==> src/rtl/adcseq_pkg.sv <==
package adcseq_pkg;

    // Sequencer phase: waiting to grant, or a conversion is in flight.
    typedef enum logic [0:0] {
        SEQ_IDLE = 1'b0,
        SEQ_WAIT = 1'b1
    } seq_state_e;

endpackage

==> src/rtl/adcseq_trig_sync.sv <==
module adcseq_trig_sync #(
    parameter int STAGES = 2
) (
    input  logic clk,
    input  logic rst_n,
    input  logic async_in,
    output logic rise
);

    logic [STAGES:0] sh_q, sh_d;

    always_comb begin
        sh_d = {sh_q[STAGES-1:0], async_in};
    end

    always_ff @(posedge clk) begin
        if (!rst_n) sh_q <= '0;
        else        sh_q <= sh_d;
    end

    // Edge detect on the last synchronised stage against one stage later.
    assign rise = sh_q[STAGES-1] & ~sh_q[STAGES];

    // A rising edge is a single-cycle event.
    assert_edge_single_R5: assert property (@(posedge clk) disable iff (!rst_n)
        rise |=> !rise);

endmodule

==> src/rtl/adcseq_fifo.sv <==
module adcseq_fifo #(
    parameter int DEPTH = 16,
    parameter int W     = 16
) (
    input  logic         clk,
    input  logic         rst_n,
    input  logic         wr,
    input  logic [W-1:0] wdata,
    input  logic         rd,
    output logic [W-1:0] rdata,
    output logic         empty,
    output logic         drop
);

    localparam int AW = $clog2(DEPTH);

    typedef struct packed {
        logic [AW-1:0] wp;
        logic [AW-1:0] rp;
        logic [AW:0]   cnt;
    } fifo_st_t;

    fifo_st_t     s_q, s_d;
    logic [W-1:0] mem_q [DEPTH];
    logic         full, push, pop;

    assign full  = (s_q.cnt == (AW+1)'(DEPTH));
    assign empty = (s_q.cnt == '0);
    assign push  = wr & ~full;
    assign pop   = rd & ~empty;
    assign drop  = wr & full;
    assign rdata = mem_q[s_q.rp];

    always_comb begin
        s_d = s_q;
        if (push) s_d.wp = s_q.wp + 1'b1;
        if (pop)  s_d.rp = s_q.rp + 1'b1;
        case ({push, pop})
            2'b10:   s_d.cnt = s_q.cnt + 1'b1;
            2'b01:   s_d.cnt = s_q.cnt - 1'b1;
            default: s_d.cnt = s_q.cnt;
        endcase
    end

    always_ff @(posedge clk) begin
        if (!rst_n) s_q <= '0;
        else        s_q <= s_d;
    end

    always_ff @(posedge clk) begin
        if (push) mem_q[s_q.wp] <= wdata;
    end

    // A write into a full buffer must not change its occupancy.
    assert_no_overflow_R3: assert property (@(posedge clk) disable iff (!rst_n)
        (full && wr && !rd) |=> (s_q.cnt == (AW+1)'(DEPTH)));

    assert_count_bound_R3: assert property (@(posedge clk) disable iff (!rst_n)
        s_q.cnt <= (AW+1)'(DEPTH));

endmodule

==> src/rtl/adcseq_top.sv <==
module adcseq_top #(
    parameter int NCH   = 12,
    parameter int DW    = 10,
    parameter int NGRP  = 3,
    parameter int NEXT  = 2,
    parameter int DEPTH = 16,
    parameter int WORDW = 16
) (
    input  logic                  clk,
    input  logic                  rst_n,
    input  logic [NGRP-1:0]       grp_en,
    input  logic [NGRP-1:0]       grp_cont,
    input  logic [NGRP*NCH-1:0]   grp_mask,
    input  logic [NGRP-1:0]       sw_start,
    input  logic [NEXT-1:0]       ext_trig,
    output logic                  conv_start,
    output logic [$clog2(NCH)-1:0] conv_ch,
    input  logic                  conv_done,
    input  logic [DW-1:0]         conv_data,
    input  logic [NGRP-1:0]       rd_pop,
    output logic [NGRP*WORDW-1:0] rd_word,
    output logic [NGRP-1:0]       rd_empty,
    output logic [NGRP-1:0]       grp_done,
    output logic [NGRP-1:0]       trig_overrun,
    output logic [NGRP-1:0]       buf_overflow
);

    import adcseq_pkg::*;

    localparam int CHW  = $clog2(NCH);
    localparam int GW   = $clog2(NGRP);
    localparam int PADW = WORDW - CHW - DW;

    typedef struct packed {
        seq_state_e                st;
        logic [GW-1:0]             cur;
        logic [NGRP-1:0]           pend;
        logic [NGRP-1:0][CHW-1:0]  pos;
        logic [NGRP-1:0][NCH-1:0]  smask;
        logic                      start;
        logic [CHW-1:0]            ch;
        logic [NGRP-1:0]           done;
        logic [NGRP-1:0]           ovr;
        logic [NGRP-1:0]           ovf;
    } seq_t;

    seq_t             q, d;
    logic [NGRP-1:0]  trig_req;
    logic [NEXT-1:0]  ext_rise;
    logic [NGRP-1:0]  fifo_wr;
    logic [NGRP-1:0]  fifo_drop;
    logic [WORDW-1:0] wword;
    logic [CHW:0]     nx;
    logic             pick;

    // Lowest selected channel at or above 'from'; MSB flags a hit.
    function automatic logic [CHW:0] scan_up(input logic [NCH-1:0] m, input int from);
        scan_up = '0;
        for (int i = NCH - 1; i >= 0; i--) begin
            if (m[i] && i >= from) scan_up = {1'b1, CHW'(i)};
        end
    endfunction

    function automatic logic [CHW-1:0] first_idx(input logic [NCH-1:0] m);
        first_idx = '0;
        for (int i = NCH - 1; i >= 0; i--) begin
            if (m[i]) first_idx = CHW'(i);
        end
    endfunction

    // Trigger sources: external lines for the first NEXT groups only.
    for (genvar e = 0; e < NEXT; e++) begin : g_sync
        adcseq_trig_sync #(.STAGES(2)) u_sync (
            .clk      (clk),
            .rst_n    (rst_n),
            .async_in (ext_trig[e]),
            .rise     (ext_rise[e])
        );
    end

    for (genvar g = 0; g < NGRP; g++) begin : g_req
        if (g < NEXT) begin : g_ext
            assign trig_req[g] = sw_start[g] | ext_rise[g];
        end else begin : g_sw
            assign trig_req[g] = sw_start[g];
        end
    end

    assign wword = {{PADW{1'b0}}, q.ch, conv_data};

    always_comb begin
        d         = q;
        d.start   = 1'b0;
        d.done    = '0;
        d.ovr     = '0;
        d.ovf     = fifo_drop;
        fifo_wr   = '0;
        pick      = 1'b0;
        nx        = '0;

        // Result return: store, then step, finish or stop the owning group.
        if (q.st == SEQ_WAIT && conv_done) begin
            fifo_wr[q.cur] = 1'b1;
            d.st = SEQ_IDLE;
            nx = scan_up(q.smask[q.cur], int'(q.pos[q.cur]) + 1);
            if (!grp_en[q.cur]) begin
                d.pend[q.cur] = 1'b0;
            end else if (nx[CHW]) begin
                d.pos[q.cur] = nx[CHW-1:0];
            end else begin
                d.done[q.cur] = 1'b1;
                if (grp_cont[q.cur]) d.pos[q.cur] = first_idx(q.smask[q.cur]);
                else                 d.pend[q.cur] = 1'b0;
            end
        end

        // Enable drop and start acceptance per group.
        for (int g = 0; g < NGRP; g++) begin
            if (!grp_en[g] && !(q.st == SEQ_WAIT && int'(q.cur) == g)) begin
                d.pend[g] = 1'b0;
            end
            if (trig_req[g] && grp_en[g]) begin
                if (q.pend[g]) begin
                    d.ovr[g] = 1'b1;
                end else if (|grp_mask[g*NCH +: NCH]) begin
                    d.pend[g]  = 1'b1;
                    d.smask[g] = grp_mask[g*NCH +: NCH];
                    d.pos[g]   = first_idx(grp_mask[g*NCH +: NCH]);
                end
            end
        end

        // Fixed-priority grant, one conversion at a time.
        if (q.st == SEQ_IDLE) begin
            for (int g = 0; g < NGRP; g++) begin
                if (!pick && q.pend[g] && grp_en[g]) begin
                    pick    = 1'b1;
                    d.st    = SEQ_WAIT;
                    d.cur   = GW'(g);
                    d.start = 1'b1;
                    d.ch    = q.pos[g];
                end
            end
        end
    end

    always_ff @(posedge clk) begin
        if (!rst_n) q <= '0;
        else        q <= d;
    end

    for (genvar g = 0; g < NGRP; g++) begin : g_buf
        adcseq_fifo #(.DEPTH(DEPTH), .W(WORDW)) u_fifo (
            .clk   (clk),
            .rst_n (rst_n),
            .wr    (fifo_wr[g]),
            .wdata (wword),
            .rd    (rd_pop[g]),
            .rdata (rd_word[g*WORDW +: WORDW]),
            .empty (rd_empty[g]),
            .drop  (fifo_drop[g])
        );
    end

    assign conv_start   = q.start;
    assign conv_ch      = q.ch;
    assign grp_done     = q.done;
    assign trig_overrun = q.ovr;
    assign buf_overflow = q.ovf;

    assert_ch_in_range_R1: assert property (@(posedge clk) disable iff (!rst_n)
        conv_start |-> (int'(conv_ch) < NCH));

    assert_single_start_R1: assert property (@(posedge clk) disable iff (!rst_n)
        conv_start |=> !conv_start);

    assert_done_after_result_R9: assert property (@(posedge clk) disable iff (!rst_n)
        (|grp_done) |-> $past(conv_done));

    assert_done_onehot_R9: assert property (@(posedge clk) disable iff (!rst_n)
        $onehot0(grp_done));

endmodule

==> config.mk <==
export PLATFORM = sky130hd
export DESIGN_NAME = adcseq_top
export DESIGN_NICKNAME = d
export VERILOG_FILES = /design/src/rtl/adcseq_pkg.sv /design/src/rtl/adcseq_trig_sync.sv /design/src/rtl/adcseq_fifo.sv /design/src/rtl/adcseq_top.sv
export SDC_FILE = /design/constraint.sdc
export NUM_CORES = 1
export LEC_CHECK = 0
export BUFFER_PORTS_ARGS = -buffer_cell sky130_fd_sc_hd__buf_2
export CORE_MARGIN = 3
export CORE_UTILIZATION = 56
export DETAILED_ROUTE_END_ITERATION = 8
export PLACE_DENSITY = 0.76
export SLEW_MARGIN = 20
export SYNTH_ARGS = -nofsm -noshare
export SYNTH_HDL_FRONTEND = slang
export SYNTH_SLANG_ARGS = --single-unit
==> constraint.sdc <==
create_clock -name clk -period 3.5 [get_ports clk]
set_clock_uncertainty 0.2 [all_clocks]
set_input_delay 0.525 -clock clk [delete_from_list [all_inputs] [get_ports clk]]
set_output_delay 0.525 -clock clk [all_outputs]
set_load 0.005 [all_outputs]
==> results of run 1 <==
path summary, 6_finish.rpt:
check | to | slack [ps] | cells past startpoint
max | q[63] | -60 | 15
min | q[47] | 40 | 3
max reg2reg | q[63] | -60 | 15
min reg2reg | g_sync[1].u_sync.sh_q[1] | 250 | 1
final cells by class:
cell class,instances,area [um^2],area share
clock inverters,41,532,0.0139
clock buffers,101,2080,0.0543
inverters,42,158,0.00412
well taps,756,946,0.0247
diodes,2,5.00,0.000131
repair buffers,327,2350,0.0614
flip-flops and latches,797,22700,0.594
multi-input cells,915,9480,0.248
metrics by stage:
| stage | util | setup WS [ps] | hold slack [ps] | std cells |
|---|---|---|---|---|
| floorplan | - | 16.4 | 212 | 1870 |
| global placement | 0.613 | -116 | 215 | 2788 |
| detailed placement | 0.613 | -95.3 | 229 | 2788 |
| CTS | 0.666 | -15.9 | 0.641 | 2967 |
| global route | 0.672 | -189 | 49.4 | 2981 |
| finish | 0.672 | -56.1 | 39.6 | 2981 |
state kept, by name, indices dropped and copies added (netlist names), named ones only:
register            cells
conv_ch                 4
conv_start              1
g_sync.u_sync.sh_q      6
q                      54
grp_done                3
trig_overrun            3
buf_overflow            3
g_buf.u_fifo.mem_q    672
g_buf.u_fifo.s_q       39
kinds of logic after synthesis:
group,count (synthesis)
flip-flops,797
AND/OR/NAND/NOR,372
multiplexers,260
AO/OA/AOI/OAI,215
buffers and inverters,158
adder cells (fa/ha/maj),32
XOR/XNOR,30
other,1
cell usage in the layout, fill, tap and decap left out, drive strengths merged, types with 6 or more instances in the layout:
master       count
a211oi           8
a21o            13
a21oi           73
a2bb2oi         11
a31oi           10
and2            28
buf            293
bufinv          10
clkbuf         101
clkinv          24
conb             6
dfxtp          125
dlygate4sd3     34
edfxtp         672
ha              29
inv             45
mux2i           50
mux4           210
nand2           84
nand2b          12
nand3            7
nand4            9
nor2           151
nor2b           11
nor3            28
nor4            13
o21ai           27
o21bai           7
o2bb2ai          6
or2              6
xnor2            9
xor2            21
Yosys cell counts (5+ instances only):
cell       instances  area share
edfxtp_1         672        0.62
mux4_2           210        0.15
nor2_1           151       0.017
dfxtp_1          125       0.077
nand2_1           84      0.0097
a21oi_1           73       0.011
clkbuf_1          63      0.0073
mux2i_1           49       0.015
inv_1             40      0.0046
ha_1              29       0.011
and2_1            28      0.0054
nor3_1            28      0.0043
buf_4             23      0.0053
o21ai_0           22      0.0034
buf_1             21      0.0024
xor2_1            21      0.0056
a21o_1            13      0.0030
nand2b_1          12      0.0023
nor4_1            12      0.0023
nor2b_1           11      0.0021
a31oi_1            9      0.0017
xnor2_1            9      0.0024
a211oi_1           8      0.0018
a2bb2oi_1          8      0.0022
nand4_1            8      0.0015
buf_2              7      0.0011
nand3_1            7      0.0011
o21bai_1           7      0.0016
a22oi_1            5      0.0012
o21ai_1            5     0.00077
o22ai_1            5     0.00096
o2bb2ai_1          5      0.0013
or2_2              5     0.00096
power by group:
| group | switching, mW | leakage, nW | internal (mW) |
|---|---|---|---|
| logic | 1.19 | 4.45 | 1.08 |
| clock network | 3.55 | 1.25 | 4.97 |
| registers | 0.118 | 6.96 | 10.4 |
| total | 4.86 | 12.7 | 16.4 |
worst max-delay path, stage by stage, from the launching register on:
cell and delay, ps:
dfxtp_4 400, mux2i_4 250, a2bb2oi_4 190, inv_2 80
buf_6 120, ha_4 170, inv_2 60, o22a_4 170
a41oi_2 140, o32ai_2 330, nand4_2 170, or3_4 420
buf_6 150, nand3b_4 190, a2111oi_4 310, nor3_1 70
repair_timing:
item                                    in CTS  in global routing
buffers inserted                             3                 11
endpoints found under the setup margin      13                 16
hold buffers                                34                  0
pin swaps                                    0                 19
endpoints found under the hold margin       34                  0
resized for setup                            6                 39
cloned                                       0                  1
metal layers:
layer | vias up | share of wire | global-route usage
met3 | 197 | 0.069 | 0.0432
met5 | - | 0.00016 | 0
met2 | 908 | 0.52 | 0.456
li1 | 7960 | - | -
met1 | 9576 | 0.38 | 0.354
met4 | 2 | 0.036 | 0.108
==> impl_metrics.tcl, run 1 <==
set metrics [dict create \
    syn-cell-area_um2 32600 \
    io-pin-count 128 \
    ir_drop_v 0.000442 \
    hp-class "in2reg" \
    synth_compound_area_frac 0.0463 \
    h-tree-depth 3 \
    area_growth_pct 17.5 \
    ant_nets 0 \
    drc 0 \
    core_um2 56900 \
    violations "negative setup slack" \
    path_clk_slew_ps 70 \
    die_height_um 247 \
    synth_seq_cells 797 \
    hold_violations 0 \
    p_per_area_nw_per_um2 556 \
    drv_cap 0 \
    via_count 18600 \
    fin_ws_ps -56.1 \
    worstMarginPinSlew_ps 1080 \
    initial_utilization 0.572 \
    yosysUniqueCellTypes 84 \
    grt_pass1_wl_mm 121 \
    synth-seq-area-share 0.697 \
    rsz0062_at_grt "yes" \
    cp-start-kind "flip-flop" \
    synth_xor_area_frac 0.00807 \
    synth_fa_ha_area_frac 0.0130 \
    synthMuxAreaShare 0.161 \
    synthSimpleGateAreaFrac 0.0536 \
    finalCriticalPeriod_ps 3560 \
    routed_wl_mm 80.2 \
    drive_above_1_share 0.310 \
    grt_overflow 0 \
    status "complete, but fails checks" \
    port_buffers 121 \
    placed_cell_area_um2 34900 \
    worstPathRequired_ps 3780 \
    r2r_start "q[65]" \
    crit_fanout 5 \
    cts_root_buf "clkbuf_16" \
    slew_headroom 0.279 \
    antenna_found_initial 3 \
    startpoint "q[65]" \
    detail_route.wl_per_cell_um 26.9 \
    clockBufferDepth 3 \
    critPathKind "reg2reg" \
    fmax_mhz 281 \
    worstPathArrival_ps 3840 \
    cts.sinks 797 \
    synth-async-reset-ratio 0 \
    grt_pass1_vias 19300 \
    finalSetupTns_ps -126 \
    die_x_um 247 \
    timing.final.crit_share 1.02 \
    synth.avg_cell_area_um2 17.5 \
    cts_buffers 77 \
    leakage_nw 12.7 \
    grt_max_degree 57 \
    first_iter_violations 1947 \
    synth_top_family_by_area "multiplexers" \
    avgViaCountPerCell 6.25 \
    gp_congestion 0.904 \
    rows 87 \
    nNetsFinal 2255 \
    yosys_warnings 0 \
    hpwl_mm 47.5 \
    synthCells 1865 \
    report.final.slew_viol_count 0 \
    synthFlopType "edfxtp_1" \
    clk_latency_ps 620 \
    grtUsageTotal 0.270 \
    design_area_um2 38300 \
    hold_start "grp_mask[33]" \
    synth_edf_count 672 \
    fillCellCount 3535 \
    power_mw 21.3 \
    drt_first_pass_iters 5 \
    cts_tree "done" \
    end_kind "flip-flop" \
    setup_viol 6 \
    dieArea_um2 61100 \
]
No activity file was read; power rests on OpenSTA's default activity.
==> inputs of run 2 (changes only) <==
- CORE_UTILIZATION: 56 -> 30
- PLACE_DENSITY: 0.76 -> default
==> run 2 against run 1 <==
Effect of this change:
- cell count rose by 22%
- global-route usage fell by 13 points
- the flow now finishes without violations
- critical path type unchanged
- wire length fell by 0.62%
- highest routed layer unchanged
- design area rose by 2.4%
- sequential share of layout area fell by 1.4 points
==> impl_metrics.tcl, run 2 (synthesized netlist as in run 1, its figures left out) <==
set metrics [dict create \
    status "finished clean" \
    slowest_stage "or3_4" \
    rrSetupSlack_ps 70 \
    clockBufferDepth 3 \
    die_x_um 335 \
    instances_no_fill 3638 \
    path_clk_slew_ps 60 \
    fmax_mhz 292 \
    slew_headroom 0.328 \
    dieArea_um2 113000 \
    grt_pass1_vias 18800 \
    h-tree-depth 3 \
    leakage_nw 12.7 \
    end_kind "flip-flop" \
    port_buffers 121 \
    hp-class "in2reg" \
    grt_pass1_wl_mm 120 \
    cts_tree "done" \
    grtUsageTotal 0.142 \
    setup_viol 0 \
    rows 120 \
    report.final.slew_viol_count 0 \
    first_iter_violations 1420 \
    crit_fanout 11 \
    crit_family "compound AO/OA/AOI/OAI gates" \
    hold_violations 0 \
    cts_buffers 86 \
    drv_cap 0 \
    p_per_area_nw_per_um2 547 \
    timing.final.crit_share 0.979 \
    cpPeakStageDelay_ps 480 \
    reg2reg_to "q[50]" \
    final_common_cell "edfxtp_1" \
    crit_top_cell "buf_4" \
    cp-start-kind "flip-flop" \
    worstPathArrival_ps 3770 \
    critPathKind "reg2reg" \
    cts_root_buf "clkbuf_16" \
    area_growth_pct 20.3 \
    startpoint "q[65]" \
    die_height_um 335 \
    cp_cell_sequence "buf_4, buf_4, mux2i_2, buf_4, o211ai_2, a41oi_4, o32ai_4, nand4_2, or3_4, buf_4, nor4_1, nor3_1, o31a_1" \
    initial_utilization 0.303 \
    top_register "g_buf.u_fifo.mem_q" \
    worstPathRequired_ps 3840 \
    cp.depth 13 \
    crit_buf_inv 4 \
    ir_drop_v 0.000319 \
    reg.largest.list "g_buf.u_fifo.mem_q (672), q (54), g_buf.u_fifo.s_q (39)" \
    drt_first_pass_iters 5 \
    reg2regPathDepth 13 \
    via_count 18000 \
    rsz0062_at_grt "yes" \
    hpwl_mm 50.2 \
    fillCellCount 9855 \
    clk_latency_ps 660 \
    grt_max_degree 57 \
    io-pin-count 128 \
    worstMarginPinSlew_ps 1010 \
    core_um2 107000 \
    detail_route.wl_per_cell_um 21.9 \
    place_inst 3424 \
    r2r_start "q[65]" \
    drive_above_1_share 0.303 \
    grt_overflow 0 \
    drc 0 \
    cts.sinks 797 \
    setup.worst_path.end "q[50]" \
    finalCriticalPeriod_ps 3430 \
    utilization 0.365 \
    routed_wl_mm 79.7 \
    avgViaCountPerCell 4.94 \
    antenna_found_initial 6 \
    largest_register_ffs 672 \
    gp_congestion 0.870 \
    nNetsFinal 2253 \
    ant_nets 0 \
    layout_common_cells "edfxtp_1, mux4_2, nor2_1" \
]
run 2: changes by cell type in the layout (fill, tap and decap cells not counted), moves of 3 or more:
cell / delta
a21oi_1: +3
a21oi_2: -3
buf_4: -17
bufinv_16: -6
clkbuf_1: -7
clkbuf_16: +8
clkinv_1: +12
clkinv_16: +3
clkinv_2: +7
clkinvlp_4: +3
diode_2: +5
dlygate4sd3_1: +7
run 2: worst min-delay path by stage:
stage	startpoint	end	depth (start not counted)
after global routing	grp_en[1]	q[67]	3
after global placement	g_sync[0].u_sync.sh_q[0]	g_sync[0].u_sync.sh_q[1]	1
after floorplan	g_sync[0].u_sync.sh_q[0]	g_sync[0].u_sync.sh_q[1]	1
after detailed placement	g_sync[1].u_sync.sh_q[0]	g_sync[1].u_sync.sh_q[1]	1
after CTS	conv_done	q[67]	4
final	grp_en[1]	q[67]	3
run 2: cell type report:
cell class                      count  area, um^2  share of cell area
Sequential cell                   797       22700               0.580
Multi-Input combinational cell    915        9460               0.242
Timing Repair Buffer              316        2310              0.0589
Clock buffer                      101        2240              0.0572
Tap cell                         1403        1760              0.0448
Clock inverter                     57         512              0.0131
Inverter                           42         161             0.00412
Antenna cell                        7        17.5            0.000447
run 2: power by group:
group	switching (mW)	internal, mW
Clock	3.78	4.92
Combinational	1.15	1.05
Sequential	0.125	10.4
Total	5.06	16.3
run 2: repair_timing:
item | in CTS | in global routing
endpoints found under the setup margin | 38 | 15
resized for setup | 6 | 29
buffers inserted | 3 | 4
hold buffers | 41 | 0
hold endpoints to repair | 41 | 0
pin swaps | 0 | 14
cloned | 1 | 0
run 2: tightest hold or removal path, stage by stage:
cell and delay [ps]:
buf_2 130, nand2_1 100, a41oi_1 120
run 2: routing by layer:
layer  share of wire  wire (um)  track usage
met5         0.00016         13            0
met4           0.029       2280       0.0435
met3           0.050       3970       0.0270
met2            0.50      39600        0.239
met1            0.43      33900        0.185
run 2: stage by stage:
step / instance area, um^2 / power, mW / setup TNS (ps) / hold WS, ps / worst slack, ps
2_1_floorplan: 32600 / 12.0 / 0 / 212 / 16.4
5_1_grt: 39100 / 22.2 / -51.1 / 50.2 / -30.0
6_report: 39200 / 21.4 / 0 / 75.4 / 73.0
3_3_place_gp: 35700 / 12.7 / -268 / 216 / -90.1
3_5_place_dp: 35700 / 12.8 / -1410 / 227 / -227
4_1_cts: 38900 / 21.6 / -31.1 / 4.56 / -31.1
==> inputs of run 3 (changes only) <==
- CELL_PAD_IN_SITES_DETAIL_PLACEMENT: default -> 1
- CELL_PAD_IN_SITES_GLOBAL_PLACEMENT: default -> 1
- PLACE_DENSITY_LB_ADDON: default -> 0.1
==> run 3 against run 2 <==
Effect of this change:
- the run now ends with negative setup slack left
- wire length rose by 15%
- sequential share of layout area down 0.43 points
- design area is 0.75% higher
- maximum frequency shrank 2.4%
- worst setup slack worse by 85 ps
- utilization up 0.27 points
- clock-buffer cell count grew 10
- register-to-register slack worse by 90 ps
- sequential cell count stayed put
- non-clock buffer count up 17
- critical path type unchanged
==> impl_metrics.tcl, run 3 (synthesized netlist as in run 1, its figures left out) <==
set metrics [dict create \
    rsz0062_at_grt "yes" \
    cts_root_buf "clkbuf_16" \
    reg.largest.list "g_buf.u_fifo.mem_q (672), q (54), g_buf.u_fifo.s_q (39)" \
    layout_common_cells "edfxtp_1, mux4_2, nor2_1, buf_4, buf_2" \
    fillCellCount 10700 \
    antenna_found_initial 4 \
    hold_violations 0 \
    initial_utilization 0.303 \
    drt_first_pass_iters 5 \
    worstPathRequired_ps 3840 \
    critPathKind "reg2reg" \
    ir_drop_v 0.000318 \
    end_kind "flip-flop" \
    largest_register_ffs 672 \
    clk_latency_ps 650 \
    instances_no_fill 3656 \
    violations "negative setup slack" \
    area_growth_pct 21.2 \
    avgViaCountPerCell 4.96 \
    timing.final.crit_share 1.00 \
    dieArea_um2 113000 \
    grtUsageTotal 0.165 \
    hpwl_mm 59.4 \
    io-pin-count 128 \
    port_buffers 121 \
    detail_route.wl_per_cell_um 25.2 \
    drv_cap 0 \
    status "complete, but fails checks" \
    report.final.slew_viol_count 0 \
    die_height_um 335 \
    hold-worst-slack_ps 89.4 \
    crit_fanout 7 \
    cp-start-kind "flip-flop" \
    die_x_um 335 \
    routed_wl_mm 92.0 \
    fin_ws_ps -12.4 \
    h-tree-depth 3 \
    core_um2 107000 \
    top_register "g_buf.u_fifo.mem_q" \
    cts_buffers 91 \
    clockBufferDepth 3 \
    p_per_area_nw_per_um2 552 \
    fmax_mhz 285 \
    drive_above_1_share 0.311 \
    place_inst 3432 \
    finalCriticalPeriod_ps 3510 \
    grt_pass1_vias 20100 \
    antennaDiodeCount 0 \
    power_mw 21.8 \
    worstMarginPinSlew_ps 936 \
    nNetsFinal 2275 \
    grt_pass1_wl_mm 136 \
    leakage_nw 12.8 \
    path_clk_slew_ps 60 \
    setup_viol 2 \
    utilization 0.367 \
    via_count 18100 \
    hp-class "in2reg" \
    rows 120 \
    gp_congestion 0.841 \
    cts_tree "done" \
    cts.sinks 797 \
    grt_overflow 0 \
    grt_max_degree 65 \
    drc 0 \
    first_iter_violations 1077 \
    finalSetupTns_ps -12.5 \
    ant_nets 0 \
    worstPathArrival_ps 3850 \
    final_common_cell "edfxtp_1" \
    slew_headroom 0.376 \
]
[run 3: changes by cell type in the layout (fill, tap and decap cells not counted), moves of 3 or more]
cell / previous run / this run
buf_12: 6 / 14
diode_2: 7 / 0
buf_4: 143 / 149
clkbuf_8: 3 / 0
clkinv_16: 5 / 0
clkbuf_16: 86 / 93
clkinv_2: 15 / 20
clkinv_1: 23 / 20
clkbuf_1: 12 / 18
[run 3: layout make-up]
cell class              count  area, um^2  share of cell area
multi-input cells         915        9470               0.240
well taps                1403        1760              0.0445
repair buffers            333        2540              0.0644
inverters                  42         164             0.00415
clock buffers             111        2390              0.0607
flip-flops and latches    797       22700               0.576
clock inverters            55         425              0.0108
[run 3: worst max-delay path, cell delays in order, from the launching register on]
cell	delay, ps
dfxtp_4	400
mux2i_4	270
a2bb2oi_4	220
inv_2	80
ha_4	190
inv_4	60
o22a_4	200
buf_4	130
a21oi_1	50
o211ai_1	270
nand4_2	160
or3_4	410
buf_8	140
buf_6	130
nor4_4	270
nor3_2	70
o31a_1	140
[run 3: metrics by stage]
stage	setup WS, ps	area [um^2]
after floorplan	16.4	32600
after global placement	-82.5	35800
after detailed placement	-151	35800
after CTS	-21.3	39200
after global routing	-96.4	39500
final	-12.4	39500
[run 3: worst paths after layout]
path / from / endpoint / slack [ps] / cells after the start
max reg2reg: q[65] / q[50] / -10 / 16
max: q[65] / q[50] / -10 / 16
min reg2reg: g_sync[1].u_sync.sh_q[0] / g_sync[1].u_sync.sh_q[1] / 230 / 1
min: grp_en[1] / q[67] / 90 / 3
[run 3: per-layer routing]
metal | track usage | up-vias | part of all wire
li1 | - | 8016 | -
met3 | 0.0284 | 105 | 0.042
met5 | 0 | - | 0.000098
met2 | 0.274 | 344 | 0.48
met4 | 0.0434 | 2 | 0.020
met1 | 0.223 | 9659 | 0.46
[run 3: timing repair]
item | 4_1_cts | 5_1_grt
buffers inserted | 5 | 10
hold buffers | 42 | 0
setup endpoints to repair | 39 | 11
hold endpoints to repair | 41 | 0
cloned | 1 | 0
gates resized for setup | 12 | 34
pin swaps | 2 | 18
[run 3: power breakdown]
group	switching (mW)	internal, mW
clock	3.79	5.23
sequential	0.104	10.4
combinational	1.21	1.08
total	5.11	16.7
